===== src/rtl/phase_shift_ctrl.sv =====
module phase_shift_ctrl #(
  parameter int FINE_W   = 16,
  parameter int FINE_MAX = 140,
  localparam int POS_W   = $clog2(FINE_MAX + 1) + 1
) (
  input  logic                    clk,
  input  logic                    rst_n,
  input  logic                    wr_en,
  input  logic [FINE_W+1:0]       wr_data,
  output logic                    ps_en,
  output logic                    ps_inc,
  input  logic                    ps_done,
  input  logic [3:0]              cm_clk,
  output logic                    sensor_clk,
  output logic signed [POS_W-1:0] fine_pos,
  output logic [1:0]              quad,
  output logic                    busy
);

  logic signed [POS_W-1:0] tgt;
  logic                    pending;

  function automatic logic signed [POS_W-1:0] clamp(input logic signed [FINE_W-1:0] v);
    int vi;
    vi = int'(v);
    if (vi > FINE_MAX)       return POS_W'(FINE_MAX);
    else if (vi < -FINE_MAX) return POS_W'(-FINE_MAX);
    else                     return POS_W'(vi);
  endfunction

  assign sensor_clk = cm_clk[quad];

  always_ff @(posedge clk) begin
    if (!rst_n) begin
      tgt      <= '0;
      fine_pos <= '0;
      quad     <= 2'd0;
      busy     <= 1'b0;
      pending  <= 1'b0;
      ps_en    <= 1'b0;
      ps_inc   <= 1'b0;
    end else begin
      ps_en <= 1'b0;
      if (pending) begin
        if (ps_done) begin
          fine_pos <= ps_inc ? fine_pos + POS_W'(1) : fine_pos - POS_W'(1);
          pending  <= 1'b0;
        end
      end else if (busy && fine_pos != tgt) begin
        ps_en   <= 1'b1;
        ps_inc  <= tgt > fine_pos;
        pending <= 1'b1;
      end else if (busy) begin
        busy <= 1'b0;
      end
      if (wr_en) begin
        tgt  <= clamp(wr_data[FINE_W-1:0]);
        quad <= wr_data[FINE_W+1:FINE_W];
        busy <= 1'b1;
      end
    end
  end

endmodule



===== config.mk =====
export PLATFORM = sky130hd
export DESIGN_NAME = phase_shift_ctrl
export DESIGN_NICKNAME = d
export VERILOG_FILES = /design/src/rtl/phase_shift_ctrl.sv
export SDC_FILE = /design/constraint.sdc
export NUM_CORES = 1
export LEC_CHECK = 0
export CELL_PAD_IN_SITES_DETAIL_PLACEMENT = 1
export CELL_PAD_IN_SITES_GLOBAL_PLACEMENT = 1
export CORE_MARGIN = 3
export CORE_UTILIZATION = 38
export DETAILED_ROUTE_END_ITERATION = 8
export PLACE_DENSITY_LB_ADDON = 0.1
export SLEW_MARGIN = 20
export SYNTH_ARGS = -nofsm -noshare
export SYNTH_HDL_FRONTEND = slang
export SYNTH_SLANG_ARGS = --single-unit

===== constraint.sdc =====
create_clock -name clk -period 4.8 [get_ports clk]
set_input_delay 1.44 -clock clk [delete_from_list [all_inputs] [get_ports clk]]
set_output_delay 1.44 -clock clk [all_outputs]
set_load 0.03 [all_outputs]

==> Yosys cells after proc, flatten, opt, wreduce, memory -nomap -nowiden <==
Cells that the tools add are included.
{ "classes": {"addsub": 2, "magnitude_cmp": 4, "eq_ne": 3, "mux": 11, "bitwise": 2, "reduce_logical": 5} }
{ "op_table": {"columns": ["operator", "n"], "rows": [
  ["$mux W9", 3],
  ["$gt A16 B9 Y1 const B", 1],
  ["$lt A16 B9 Y1 const B", 1],
  ["$add A9 B2 Y9 const B", 1],
  ["$gt A9 B9 Y1", 1],
  ["$ne A9 B9 Y1", 1],
  ["$sub A9 B2 Y9 const B", 1],
  ["$mux W1", 7],
  ["$reduce_and A2 Y1", 3],
  ["$ne A2 B2 Y1 const B", 2],
  ["$lt A2 B3 Y1 const B", 1],
  ["$bmux W1 S2", 1],
  ["$not A1 Y1", 2],
  ["$reduce_or A2 Y1", 1],
  ["$logic_and A1 B1 Y1", 1]
]} }
{ "word_totals": {"register_bits": 24, "inputBits": 26, "out_inout_bits": 15} }

==> Depth between registers and ports, before layout <==
Gate-level depths: netlist of run 1.
{ "depth": {"ltp_word": 5, "ltp_mapped": 7} }

==> Worst setup path after synthesis of run 1 <==
Ideal clock, no wire load.
{ "synth_timing": {"kind": "input to output", "startpoint": "input cm_clk[3]", "endpoint": "output sensor_clk", "t_arrival_ns": 1.999, "t_required_ns": 3.360, "path_slack_ns": 1.361, "path_stages": 1, "path_cell_list": "mux4_2"} }
{ "synth_via": {"elab_chain_cells": 2} }
{ "synth_rtl": {"columns": ["element", "line", "rtl"], "rows": [
  ["from (decl)", "13", "input logic [3:0] cm_clk,"],
  ["$bmux W1 S2", "31", "assign sensor_clk = cm_clk[quad];"],
  ["$mux W1 (implied by the code)", "31", null],
  ["to (decl)", "14", "output logic sensor_clk,"]
]} }
No other way between the ends. The select of a mux whose other input is x is not followed.

==> Final worst setup path of run 1 <==
{ "layout_timing": {"startpoint": "input cm_clk[0]", "endpoint": "output sensor_clk"} }
The elaborated chain is that of the path after synthesis.

==> results by group, run 1 <==
Synth
  – Synthesized area per cell: 8.25 um2
  – Register area share after synthesis: 31.3%
  – Ys async rst share: 0%
  – Yosys top cell by area: dfxtp_1
  – Most frequent cells after synthesis: dfxtp_1 (24), inv_1 (17), nor2_1 (17)
  – Syn. warnings: 0
  – Post-synthesis cell count: 186
  – Post-synth top area share: 31.3%
  – Distinct cells, synth: 40
  – Most frequent cell after synthesis: dfxtp_1
  – Post-Syn Area: 1540 um2
  – Yosys reg bits: 24
  – Synth top area cells: dfxtp_1 (31%), ha_1 (13%), a21oi_1 (4.2%)
  – Synth Flop Type: dfxtp_1
  – Synthesized Nets: 229
  – Number of flops mapped to enable cells by yosys: 0

Setup path
  – Crit-path max FO: 1
  – CP startpoint kind: input port
  – Crit. End Element: output port
  – Crit-path max cell delay: 0.60 ns
  – CP max stage cell: clkdlybuf4s50_1
  – Crit-path cells: clkdlybuf4s50_1, mux4_2, clkdlybuf4s50_1
  – Setup CP Type: in -> out
  – Worst path required time: 3.36 ns
  – Most used cell, CP: clkdlybuf4s50_1
  – Crit path DAT: 2.89 ns

Routing
  – 1st-pass router iterations: 4
  – Initial DRC count: 64
  – DRC: 0
  – Final WL: 4.18 mm
  – Antenna viol nets, final: 0
  – Via/cell ratio: 5.51
  – WL/cell: 15.4 um
  – Vias after detailed routing: 1499

GRT
  – Total track usage: 17.9%
  – Initial antenna violation count: 0
  – Largest net degree at the start of global routing: 22
  – Grt ovf: 0
  – Vias in the first global route: 1582
  – First-pass GRT wire length: 7.27 mm

Floorplanning
  – CORE AREA: 3770 um2
  – Die width: 69.6 um
  – Chip height: 69.6 um
  – Full die area: 4840 um2
  – Starting Density: 40.7%
  – Boundary Pins: 41
  – FP Rows: 22

Cells and area
  – Filler cells: 431
  – # nets final: 268
  – Area Overhead vs Synth: 33.2%
  – # diodes: 0
  – Fin cells: 272
  – Layout cell share with drive strength beyond 1: 2.68%

STA
  – Slew HR: 53.3%
  – Slew Viols, Final: 0
  – Fin crit period: 4.33 ns
  – Final hold slack: 0.479 ns
  – Unrepaired setup endpoints after global routing: no
  – F_max: 231 MHz
  – Final count of negative-setup-slack endpoints: 0
  – Final period utilization: 90.3%
  – Final TNS setup: 0 ns
  – Final worst slack: 0.465 ns
  – Skew final: 0.00598 ns
  – Slew @ Worst Pin: 0.700 ns
  – Final Hold Viols: 0

Clocking
  – CTS buffer count: 3
  – Post_cts resized: 0
  – CTS sink count: 24
  – Setup bufs post-CTS: 0
  – Clk Latency, worst-skew pair: 0.27 ns
  – H-tree levels: 1
  – Clk root buf: clkbuf_8
  – CTS Hold Buffers Added: 0
  – CTS tree: done
  – Clock transition at path regs: 0.08 ns
  – Longest Clk Path Bufs: 2

Placement
  – HPWL after DPL: 3.30 mm
  – Placed cell count: 268
  – Place WS: 0.463 ns
  – Port bufs: 40
  – RD Place Congestion: 0.740

Pwr
  – LEAKAGE: 0.000804 uW
  – Worst ir drop on vdd: 0.147 mV
  – Pwr/cell area: 335 nW/um2

Outcome
  – Outcome: finished, final reports clean

Flow run
  – Number of max-cap violations: 0

Hold path
  – Hold WC Path Type: reg -> reg
## placed cells by master, fill, tap and decap left out, types with 6 or more instances in the layout
cell	count
a21oi_1	13
clkdlybuf4s50_1	40
nand3_1	6
dfxtp_1	24
o21ai_0	13
a211oi_1	6
nand2_1	13
ha_1	16
nor2_1	17
inv_1	17
## through the flow
| stage | utilization [%] | instance area [um2] | power [uW] |
|---|---|---|---|
| after floorplan | - | 1540 | 415 |
| after global placement | 52.3 | 1970 | 497 |
| after detailed placement | 52.3 | 1970 | 511 |
| after CTS | 54.2 | 2040 | 692 |
| after global routing | 54.2 | 2040 | 731 |
| final | 54.2 | 2040 | 686 |
## critical path, delay by kind of cell
kind                   cells  cell delay (ns)
buffers and inverters      2             1.01
multiplexers               1             0.44
## logic make-up after synthesis
group                      share of synthesized area, %
muxes                                              4.73
adders and majority gates                          14.3
buffers and inverters                              5.62
DFF                                                31.3
AOI/OAI and AO/OA                                  23.2
and+or+nand+nor                                    19.6
xor gates and xnor gates                           1.14
## layout make-up
class                           count  area [um2]  share of cell area [%]
Multi-Input combinational cell    139         968                    47.4
Sequential cell                    24         480                    23.5
Timing Repair Buffer               40         400                    19.6
Inverter                           17        63.8                    3.12
Tap cell                           48        60.1                    2.94
Clock buffer                        3        41.3                    2.02
Clock inverter                      1        30.0                    1.47
## state kept, by name, indices dropped and copies added, names as in the netlist
register	count
busy	1
fine_pos	9
tgt	9
ps_inc	1
quad	2
ps_en	1
pending	1
## power breakdown
part | internal, uW | leakage (uW) | switching (uW)
registers | 218 | 0.000197 | 19.0
clock network | 112 | 0.0000357 | 66.6
logic | 121 | 0.000571 | 150
## routing by layer
| metal | GRT usage, % | wire, um | up-vias |
|---|---|---|---|
| met4 | 6.29 | 59 | 0 |
| met5 | 0 | 0 | - |
| li1 | - | - | 757 |
| met1 | 20.5 | 1820 | 701 |
| met3 | 2.17 | 134 | 7 |
| met2 | 33.6 | 2160 | 34 |
## final timing paths
kind / end / slack (ns) / from / cells after the start
min reg2reg: fine_pos[8] / 0.48 / fine_pos[8] / 2
min: fine_pos[8] / 0.48 / fine_pos[8] / 2
max: sensor_clk / 0.47 / cm_clk[0] / 3
max reg2reg: fine_pos[7] / 2.43 / ps_inc / 7
Power figures use the tool's default switching activity.
==> run 2, diff against run 1 <==
--- a/config.mk
+++ b/config.mk
@@ -10,8 +10,8 @@
 export CORE_MARGIN = 3
 export CORE_UTILIZATION = 38
 export DETAILED_ROUTE_END_ITERATION = 8
+export GPL_ROUTABILITY_DRIVEN = 0
 export PLACE_DENSITY_LB_ADDON = 0.1
-export SLEW_MARGIN = 20
 export SYNTH_ARGS = -nofsm -noshare
 export SYNTH_HDL_FRONTEND = slang
 export SYNTH_SLANG_ARGS = --single-unit
==> results of run 2 <==
No change in the layout: final DEF, timing and power equal those of run 1.
